<file path="src/rtl/syncdiv_pkg.sv">
package syncdiv_pkg;

  typedef enum logic [1:0] {
    SM_FREE      = 2'd0,
    SM_WAIT_SYNC = 2'd1,
    SM_PULSE     = 2'd2,
    SM_OFF       = 2'd3
  } start_mode_t;

  // bound a requested ratio into 1..maxr
  function automatic int eff_ratio(input int req, input int maxr);
    if (req < 1) return 1;
    if (req > maxr) return maxr;
    return req;
  endfunction

  // cycles the raw phase stays high within one period (rounded up)
  function automatic int high_len(input int n);
    return (n + 1) / 2;
  endfunction

  // cycles one slip request freezes the counter
  function automatic int slip_len(input int ofs);
    return (ofs == 0) ? 1 : ofs;
  endfunction

endpackage

</file>
<file path="src/rtl/syncdiv_evt.sv">
module syncdiv_evt #(
  parameter int OFS_W = 8
) (
  input  logic             clk,
  input  logic             rst_n,
  input  logic             sync_en,
  input  logic             slip_en,
  input  logic [OFS_W-1:0] offset,
  input  logic             sync_req,
  input  logic             slip_req,
  input  logic             ref_tick,
  output logic             armed,
  output logic             synced,
  output logic [OFS_W-1:0] wait_left,
  output logic [OFS_W-1:0] slip_left,
  output logic             busy,
  output logic             reload,
  output logic             hold
);
  import syncdiv_pkg::*;

  logic take_sync, take_slip;

  always_comb begin
    busy      = armed | (wait_left != '0) | (slip_left != '0);
    take_sync = sync_req & sync_en & ~busy;
    take_slip = slip_req & slip_en & ~busy & ~take_sync;
    reload    = armed & ref_tick;
    hold      = (wait_left != '0) | (slip_left != '0);
  end

  always_ff @(posedge clk or negedge rst_n) begin
    if (!rst_n) begin
      armed     <= 1'b0;
      synced    <= 1'b0;
      wait_left <= '0;
      slip_left <= '0;
    end else begin
      if (reload) begin
        armed     <= 1'b0;
        synced    <= 1'b1;
        wait_left <= offset;
      end else if (wait_left != '0) begin
        wait_left <= wait_left - 1'b1;
      end else if (slip_left != '0) begin
        slip_left <= slip_left - 1'b1;
      end
      if (take_sync) armed <= 1'b1;
      if (take_slip) slip_left <= OFS_W'(slip_len(int'(offset)));
    end
  end

endmodule

</file>
<file path="src/rtl/syncdiv_cnt.sv">
module syncdiv_cnt #(
  parameter int RATIO_W = 12,
  parameter int NPULSE  = 4,
  parameter int PW      = 3
) (
  input  logic               clk,
  input  logic               rst_n,
  input  logic [RATIO_W-1:0] n_eff,
  input  logic [RATIO_W-1:0] hi_len,
  input  logic [1:0]         mode,
  input  logic               reload,
  input  logic               hold,
  input  logic               synced,
  input  logic               pulse_req,
  output logic [RATIO_W-1:0] cnt_q,
  output logic [PW-1:0]      pulse_left,
  output logic               r_raw,
  output logic               run
);
  import syncdiv_pkg::*;

  logic held1, advance, wrap, pend, en;
  logic [RATIO_W-1:0] last;

  always_comb begin
    last    = n_eff - 1'b1;
    held1   = (mode == SM_WAIT_SYNC) & ~synced;
    advance = ~reload & ~hold & ~held1;
    wrap    = advance & (cnt_q >= last);
    case (mode)
      SM_FREE:      en = 1'b1;
      SM_WAIT_SYNC: en = synced;
      SM_PULSE:     en = (pulse_left != '0);
      default:      en = 1'b0;
    endcase
    r_raw = en & (cnt_q < hi_len);
    run   = en & ~hold;
  end

  always_ff @(posedge clk or negedge rst_n) begin
    if (!rst_n) begin
      cnt_q <= '0;
    end else if (reload) begin
      cnt_q <= last;
    end else if (hold) begin
      cnt_q <= cnt_q;
    end else if (held1) begin
      cnt_q <= last;
    end else if (wrap) begin
      cnt_q <= '0;
    end else begin
      cnt_q <= cnt_q + 1'b1;
    end
  end

  always_ff @(posedge clk or negedge rst_n) begin
    if (!rst_n) begin
      pend       <= 1'b0;
      pulse_left <= '0;
    end else if (mode != SM_PULSE) begin
      pend       <= 1'b0;
      pulse_left <= '0;
    end else if (wrap && pend) begin
      pend       <= 1'b0;
      pulse_left <= PW'(NPULSE);
    end else begin
      if (wrap && (pulse_left != '0)) pulse_left <= pulse_left - 1'b1;
      if (pulse_req && !pend && (pulse_left == '0)) pend <= 1'b1;
    end
  end

endmodule

</file>
<file path="src/rtl/syncdiv_phase.sv">
module syncdiv_phase #(
  parameter int DW = 4
) (
  input  logic          clk,
  input  logic          rst_n,
  input  logic [DW-1:0] dly_whole,
  input  logic          dly_half,
  input  logic          r_raw,
  input  logic          run,
  input  logic          single,
  input  logic          odd,
  output logic          out
);
  localparam int DMAX = (1 << DW) - 1;

  logic [DMAX:1] line;
  logic [DMAX:0] taps;
  logic rd, a_n, a_p, f_n, f_p, a_sel, f_sel;

  assign taps = {line, r_raw};
  assign rd   = taps[dly_whole];

  generate
    if (DMAX == 1) begin : g_one
      always_ff @(posedge clk or negedge rst_n)
        if (!rst_n) line <= '0;
        else        line <= r_raw;
    end else begin : g_many
      always_ff @(posedge clk or negedge rst_n)
        if (!rst_n) line <= '0;
        else        line <= {line[DMAX-1:1], r_raw};
    end
  endgenerate

  // falling-edge launch and its rising-edge follower
  always_ff @(negedge clk or negedge rst_n)
    if (!rst_n) a_n <= 1'b0;
    else        a_n <= rd;
  always_ff @(posedge clk or negedge rst_n)
    if (!rst_n) f_p <= 1'b0;
    else        f_p <= a_n;

  // rising-edge launch and its falling-edge follower
  always_ff @(posedge clk or negedge rst_n)
    if (!rst_n) a_p <= 1'b0;
    else        a_p <= rd;
  always_ff @(negedge clk or negedge rst_n)
    if (!rst_n) f_n <= 1'b0;
    else        f_n <= a_p;

  always_comb begin
    a_sel = dly_half ? a_p : a_n;
    f_sel = dly_half ? f_n : f_p;
    if (single)   out = run & (dly_half ? ~clk : clk);
    else if (odd) out = a_sel & f_sel;
    else          out = a_sel;
  end

endmodule

</file>
<file path="src/rtl/syncdiv_chan.sv">
module syncdiv_chan #(
  parameter int RATIO_W = 12,
  parameter int OFS_W   = 8,
  parameter int CD_W    = 5,
  parameter int NPULSE  = 4
) (
  input  logic               clk_in,
  input  logic               rst_n,
  input  logic [RATIO_W-1:0] cfg_ratio,
  input  logic [CD_W-1:0]    cfg_coarse,
  input  logic [OFS_W-1:0]   cfg_offset,
  input  logic               cfg_slip_en,
  input  logic               cfg_sync_en,
  input  logic [1:0]         cfg_start_mode,
  input  logic               sync_req,
  input  logic               slip_req,
  input  logic               pulse_req,
  input  logic               ref_tick,
  output logic               div_out
);
  import syncdiv_pkg::*;

  localparam int MAX_R = (1 << RATIO_W) - 2;
  localparam int PW    = $clog2(NPULSE + 1);
  localparam int DW    = CD_W - 1;

  logic [RATIO_W-1:0] n_eff, hi_len, cnt_q;
  logic [OFS_W-1:0]   wait_left, slip_left;
  logic [PW-1:0]      pulse_left;
  logic armed, synced, busy, reload, hold, r_raw, run, single, odd;

  always_comb begin
    n_eff  = RATIO_W'(eff_ratio(int'(cfg_ratio), MAX_R));
    hi_len = RATIO_W'(high_len(int'(n_eff)));
    single = (n_eff == RATIO_W'(1));
    odd    = n_eff[0] & ~single;
  end

  syncdiv_evt #(.OFS_W(OFS_W)) u_evt (
    .clk(clk_in), .rst_n(rst_n), .sync_en(cfg_sync_en), .slip_en(cfg_slip_en),
    .offset(cfg_offset), .sync_req(sync_req), .slip_req(slip_req),
    .ref_tick(ref_tick), .armed(armed), .synced(synced),
    .wait_left(wait_left), .slip_left(slip_left), .busy(busy),
    .reload(reload), .hold(hold)
  );

  syncdiv_cnt #(.RATIO_W(RATIO_W), .NPULSE(NPULSE), .PW(PW)) u_cnt (
    .clk(clk_in), .rst_n(rst_n), .n_eff(n_eff), .hi_len(hi_len),
    .mode(cfg_start_mode), .reload(reload), .hold(hold), .synced(synced),
    .pulse_req(pulse_req), .cnt_q(cnt_q), .pulse_left(pulse_left),
    .r_raw(r_raw), .run(run)
  );

  syncdiv_phase #(.DW(DW)) u_phase (
    .clk(clk_in), .rst_n(rst_n), .dly_whole(cfg_coarse[CD_W-1:1]),
    .dly_half(cfg_coarse[0]), .r_raw(r_raw), .run(run), .single(single),
    .odd(odd), .out(div_out)
  );

endmodule

</file>
<file path="config.mk">
export PLATFORM = sky130hd
export DESIGN_NAME = syncdiv_chan
export DESIGN_NICKNAME = d
export VERILOG_FILES = /design/src/rtl/syncdiv_pkg.sv /design/src/rtl/syncdiv_evt.sv /design/src/rtl/syncdiv_cnt.sv /design/src/rtl/syncdiv_phase.sv /design/src/rtl/syncdiv_chan.sv
export SDC_FILE = /design/constraint.sdc
export NUM_CORES = 1
export LEC_CHECK = 0
export ABC_AREA = 0
export BUFFER_PORTS_ARGS = -buffer_cell sky130_fd_sc_hd__buf_2
export CAP_MARGIN = 15
export CORE_MARGIN = 10
export CORE_UTILIZATION = 35
export CTS_BUF_LIST = sky130_fd_sc_hd__clkbuf_8 sky130_fd_sc_hd__clkbuf_16
export DETAILED_ROUTE_END_ITERATION = 8
export PLACE_DENSITY = 0.6
export SYNTH_ARGS = -nofsm -noshare
export SYNTH_HDL_FRONTEND = slang
export SYNTH_SLANG_ARGS = --single-unit
</file>
<file path="constraint.sdc">
create_clock -name clk_in -period 3.66 [get_ports clk_in]
set_input_delay 0.183 -clock clk_in [delete_from_list [all_inputs] [get_ports clk_in]]
set_output_delay 0.183 -clock clk_in [all_outputs]
set_load 0.02 [all_outputs]
</file>
After elaboration in Yosys (flattened, before gate mapping)
Index checks and enable logic that the tools add are counted.
{ "word_totals": {"output_inout_bits": 1, "word_cells": 109, "register_bits": 53, "inputBits": 35} }
{ "classes": {"eq_ne": 7, "n_lt_le_gt_ge": 5, "bitwise_logic": 27, "n_addsub": 7, "reduce_logical": 17, "n_mux": 34} }
{ "ops": {"columns": ["op", "n"], "rows": [
  ["12-bit 2-to-1 mux", 7],
  ["8-bit 2-to-1 mux", 7],
  ["8-bit nonzero test", 2],
  ["8-bit by 1-bit subtractor with 8-bit output, second input constant", 2],
  ["1-bit AND", 15],
  ["1-bit 2-to-1 mux", 15],
  ["12-bit by 1-bit adder with 13-bit output, second input constant", 1],
  ["12-bit by 1-bit adder with 12-bit output", 1],
  ["12-bit by 1-bit adder with 12-bit output, second input constant", 1],
  ["12-bit by 1-bit equality test with 1-bit output, second input constant", 1],
  ["12-bit greater-or-equal comparator", 1],
  ["12-bit > comparator, second input constant", 1],
  ["12-bit by 1-bit less-than comparator with 1-bit output, second input constant", 1],
  ["12-bit less-than comparator", 1],
  ["12-bit by 1-bit subtractor with 12-bit output, second input constant", 1],
  ["3-bit 2-to-1 mux", 3],
  ["3-bit nonzero test", 3],
  ["8-bit logical NOT", 1],
  ["1-bit NOT", 8],
  ["2-bit nonzero test", 3],
  ["4-bit by 5-bit less-than comparator with 1-bit output, second input constant", 1],
  ["1-bit binary-select mux with 4-bit select", 1],
  ["1-bit logical AND", 4],
  ["2-bit by 1-bit inequality test with 1-bit output, second input constant", 2],
  ["11 further kinds", 14]
]} }

Longest topological paths before layout
{ "depth": {"depth_word": 12, "ltp_mapped": 18, "ltp_nobuf": 16} }

Cells and area by module
From an unflattened synthesis, not the netlist that was laid out.
{ "hier_totals": {"cells_unflattened": 426, "hier_area_um2": 3853.7} }
{ "modules_own_cells": {"columns": ["module", "area_each_um2", "seq_area_each_um2", "instances", "cells_per_inst"], "rows": [
  ["syncdiv_cnt", 1700.4, 400.4, 1, 210],
  ["syncdiv_evt", 1164.9, 450.4, 1, 129],
  ["syncdiv_phase", 656.9, 475.5, 1, 34],
  ["syncdiv_chan", 331.6, 0.0, 1, 53]
]} }

==> results.md <==
* Min-delay worst type: primary input to flip-flop
* Worst-path clk slew at 0.10 ns
* Largest net degree at the start of global routing at 50
* Vias at 3,378
* CTS tree: yes
* Syn Nets at 476
* Mean post-synth cell area at 9.125 µm²
* Cell Pwr Density at 396.0 nW/µm²
* Cells on worst reg2reg path at 7
* DR vias/cell at 5.311
* Setup WS post-layout at -0.6989 ns
* Final Non-Filler Cells at 636
* Crit path cell chain: buf_2 > or4_4 > o21ai_4 > ha_4 > inv_2 > nor2_4 > nand3_2 > xor2_1 > ha_1 > nand2_2 > a2111oi_4 > a21oi_2 > nor2_2 > nor4_2 > o21a_1
* Type of the worst setup path: primary input to flip-flop
* Layout Nets at 565
* Cell area after layout at 4728 µm²
* Distinct cells, synth at 60
* Crit path DAT at 2.81 ns
* RSZ-0062 raised after global routing: true
* Tightest Pin Transition at 0.6655 ns
* CP peak stage delay at 0.55 ns
* Critical Path Start Type: primary input
* Async SR Flop Fraction at 100.0%
* Layout cell share with drive strength beyond 1 at 27.20%
* VDD IR max at 0.1934 mV
* Sequential area share after synthesis at 35.45%
* Fillers at 1,023
* Post-Syn Instances at 410
* Critical path required time at 2.11 ns
* Residual DRC at 0
* Worst setup EP type: flip-flop
* Power, Total at 1872 µW
* Synth Cell Area at 3741 µm²
* Post-Place Cells at 619
* EDFF count, synth at 0
* Die H at 123.4 µm
* Crit-path max FO at 3
* Drt first pass iters at 4
* WL/cell at 14.91 µm
* Clk_lat worst skew at 0.42 ns
* Max-cap violations at 0
* Final WL at 9484 µm
* Status: finished with violations
* Most frequent cells in the layout: buf_4 (55), dfrtp_1 (51), nand2_1 (43)
* First-pass GRT wire length at 16,170 µm
* Number of global-route vias before repair at 3,448
* Row Count at 37
* Die area at 15,220 µm²
* Lkg Pwr at 0.002081 µW
* # IOs at 36
* Clock Skews at 0.02180 ns
* Placed inst area at 4489 µm²
* Port Buf Inserts at 35
* Commonest non-fill, non-tap cell in the layout: buf_4
* Diodes inserted at 0
* Detailed Place HPWL at 7405 µm
* Iter 0 DRT Violations at 169
* Antenna violations before repair at 0
* Gpl congestion at 0.8298
* GR Util All Layers at 13.03%
* Final Hold Fails at 0
* Slew Viols, Final at 0
* Die width at 123.4 µm
* Core box area at 10,370 µm²
* # setup viols final at 1
* Most used DFF post-synth: dfrtp_1
* Slew headroom at 55.01%
* Initial Util at 36.08%
* Flop and latch count out of synthesis at 53
* Yosys warns at 0
* GRT overflow at 0
* Worst hold slack at 0.003291 ns
* Area growth syn-to-layout at 26.39%
* WHS Path Cells at 2
* Failing checks: negative setup slack
* Slowest CP cell: or4_4
* Routed Antenna Nets at 0
==> Yosys cell counts (3+ instances only) <==
master    instances  share of area [%]
mux4_2            3                1.8
a211oi_1          3               0.60
nor2b_1           5               0.84
a21o_1            3               0.60
ha_1             31                 10
a21oi_1          24                3.2
xnor2_1          11                2.6
a32o_1            4                1.1
nor2_1           32                3.2
clkbuf_1         12                1.2
nand2_1          44                4.4
nor4_1            8                1.3
buf_2             4               0.54
mux2i_1           3               0.80
o31ai_1           7                1.4
nand3_1          18                2.4
nor3_1            8                1.1
o211ai_1          5                1.0
nand2b_1          6                1.0
xor2_1           16                3.7
a31oi_1           4               0.67
nor3b_1           4               0.80
o21ai_0          16                2.1
or3_1             7                1.2
nand4_1           7                1.2
o32ai_1           6                1.4
dfrtp_1          51                 34
and3_1            3               0.50
inv_1            18                1.8
o21a_1            6                1.2
==> critical path: cells and delay by family <==
family	cells	cell delay (ns)
simple gates	6	1.05
buf+inv	2	0.15
fa+ha+maj	2	0.47
compound gates	4	0.79
xor+xnor	1	0.17
==> cell families (layout without fill, tap and decap cells) <==
family          count (synthesis)  in the layout  share of synthesized area, %
compound gates                 99             99                         18.46
xor+xnor                       27             27                         6.321
fa+ha+maj                      31             31                         10.37
buf+inv                        34            124                         3.545
flops                          53             53                         35.45
mux                             7              7                         2.910
simple gates                  159            159                         22.94
==> worst paths after layout <==
kind / endpoint / start / slack, ns
max: u_phase.a_n / cfg_ratio[0] / -0.70
min: u_evt.slip_left[1] / cfg_offset[1] / 0.003
max reg2reg: u_phase.a_n / u_cnt.cnt_q[1] / 0.01
min reg2reg: u_phase.line[12] / u_phase.line[11] / 0.38
max in group asynchronous: u_phase.a_n / rst_n / 1.67
min in group asynchronous: u_phase.f_p / rst_n / 0.11
==> sequential cells by signal, summed over array words and instances, names as in the netlist, 3 cells and up <==
signal	flops
u_evt.slip_left	8
u_phase.line	15
u_cnt.pulse_left	3
u_evt.wait_left	8
u_cnt.cnt_q	12
==> timing repair <==
action,4_1_cts,5_1_grt
hold endpoints to repair,4,2
cloned,0,0
setup buffers,0,1
setup endpoints to repair,1,2
resized for setup,1,7
pin swaps,1,8
hold buffers,3,2
==> report_power, final <==
part	leakage (µW)	switching, µW	internal [µW]	total [µW]
logic	0.00133	334	305	640
registers	0.000664	98.9	682	781
clock network	0.0000824	219	233	452
==> per-stage QoR <==
step	setup WS, ns	utilization [%]	setup TNS (ns)
after floorplan	-1.029	-	-1.029
after global placement	-1.090	43.29	-1.090
after detailed placement	-1.168	43.29	-1.753
after CTS	-0.7088	44.93	-0.7088
after global routing	-0.8314	45.60	-0.8314
final	-0.6989	45.60	-0.6989
==> layer usage <==
metal  track usage, %  vias to the layer above  part of all wire [%]
li1                 -                     1697                     -
met2            20.11                       66                    44
met5                0                        -                     0
met1            17.60                     1605                    50
met4            3.275                        0                   1.0
met3            3.646                       10                   4.8
==> layout make-up <==
cell class	instances	area (µm²)	area share (%)
multi-input combinational	323	2389	50.52
sequential	53	1326	28.05
timing repair buffer	94	633.1	13.39
tap	136	170.2	3.599
clock buffer	10	128.9	2.726
inverter	18	67.56	1.429
clock inverter	2	13.76	0.2911
Power figures use the tool's default switching activity.
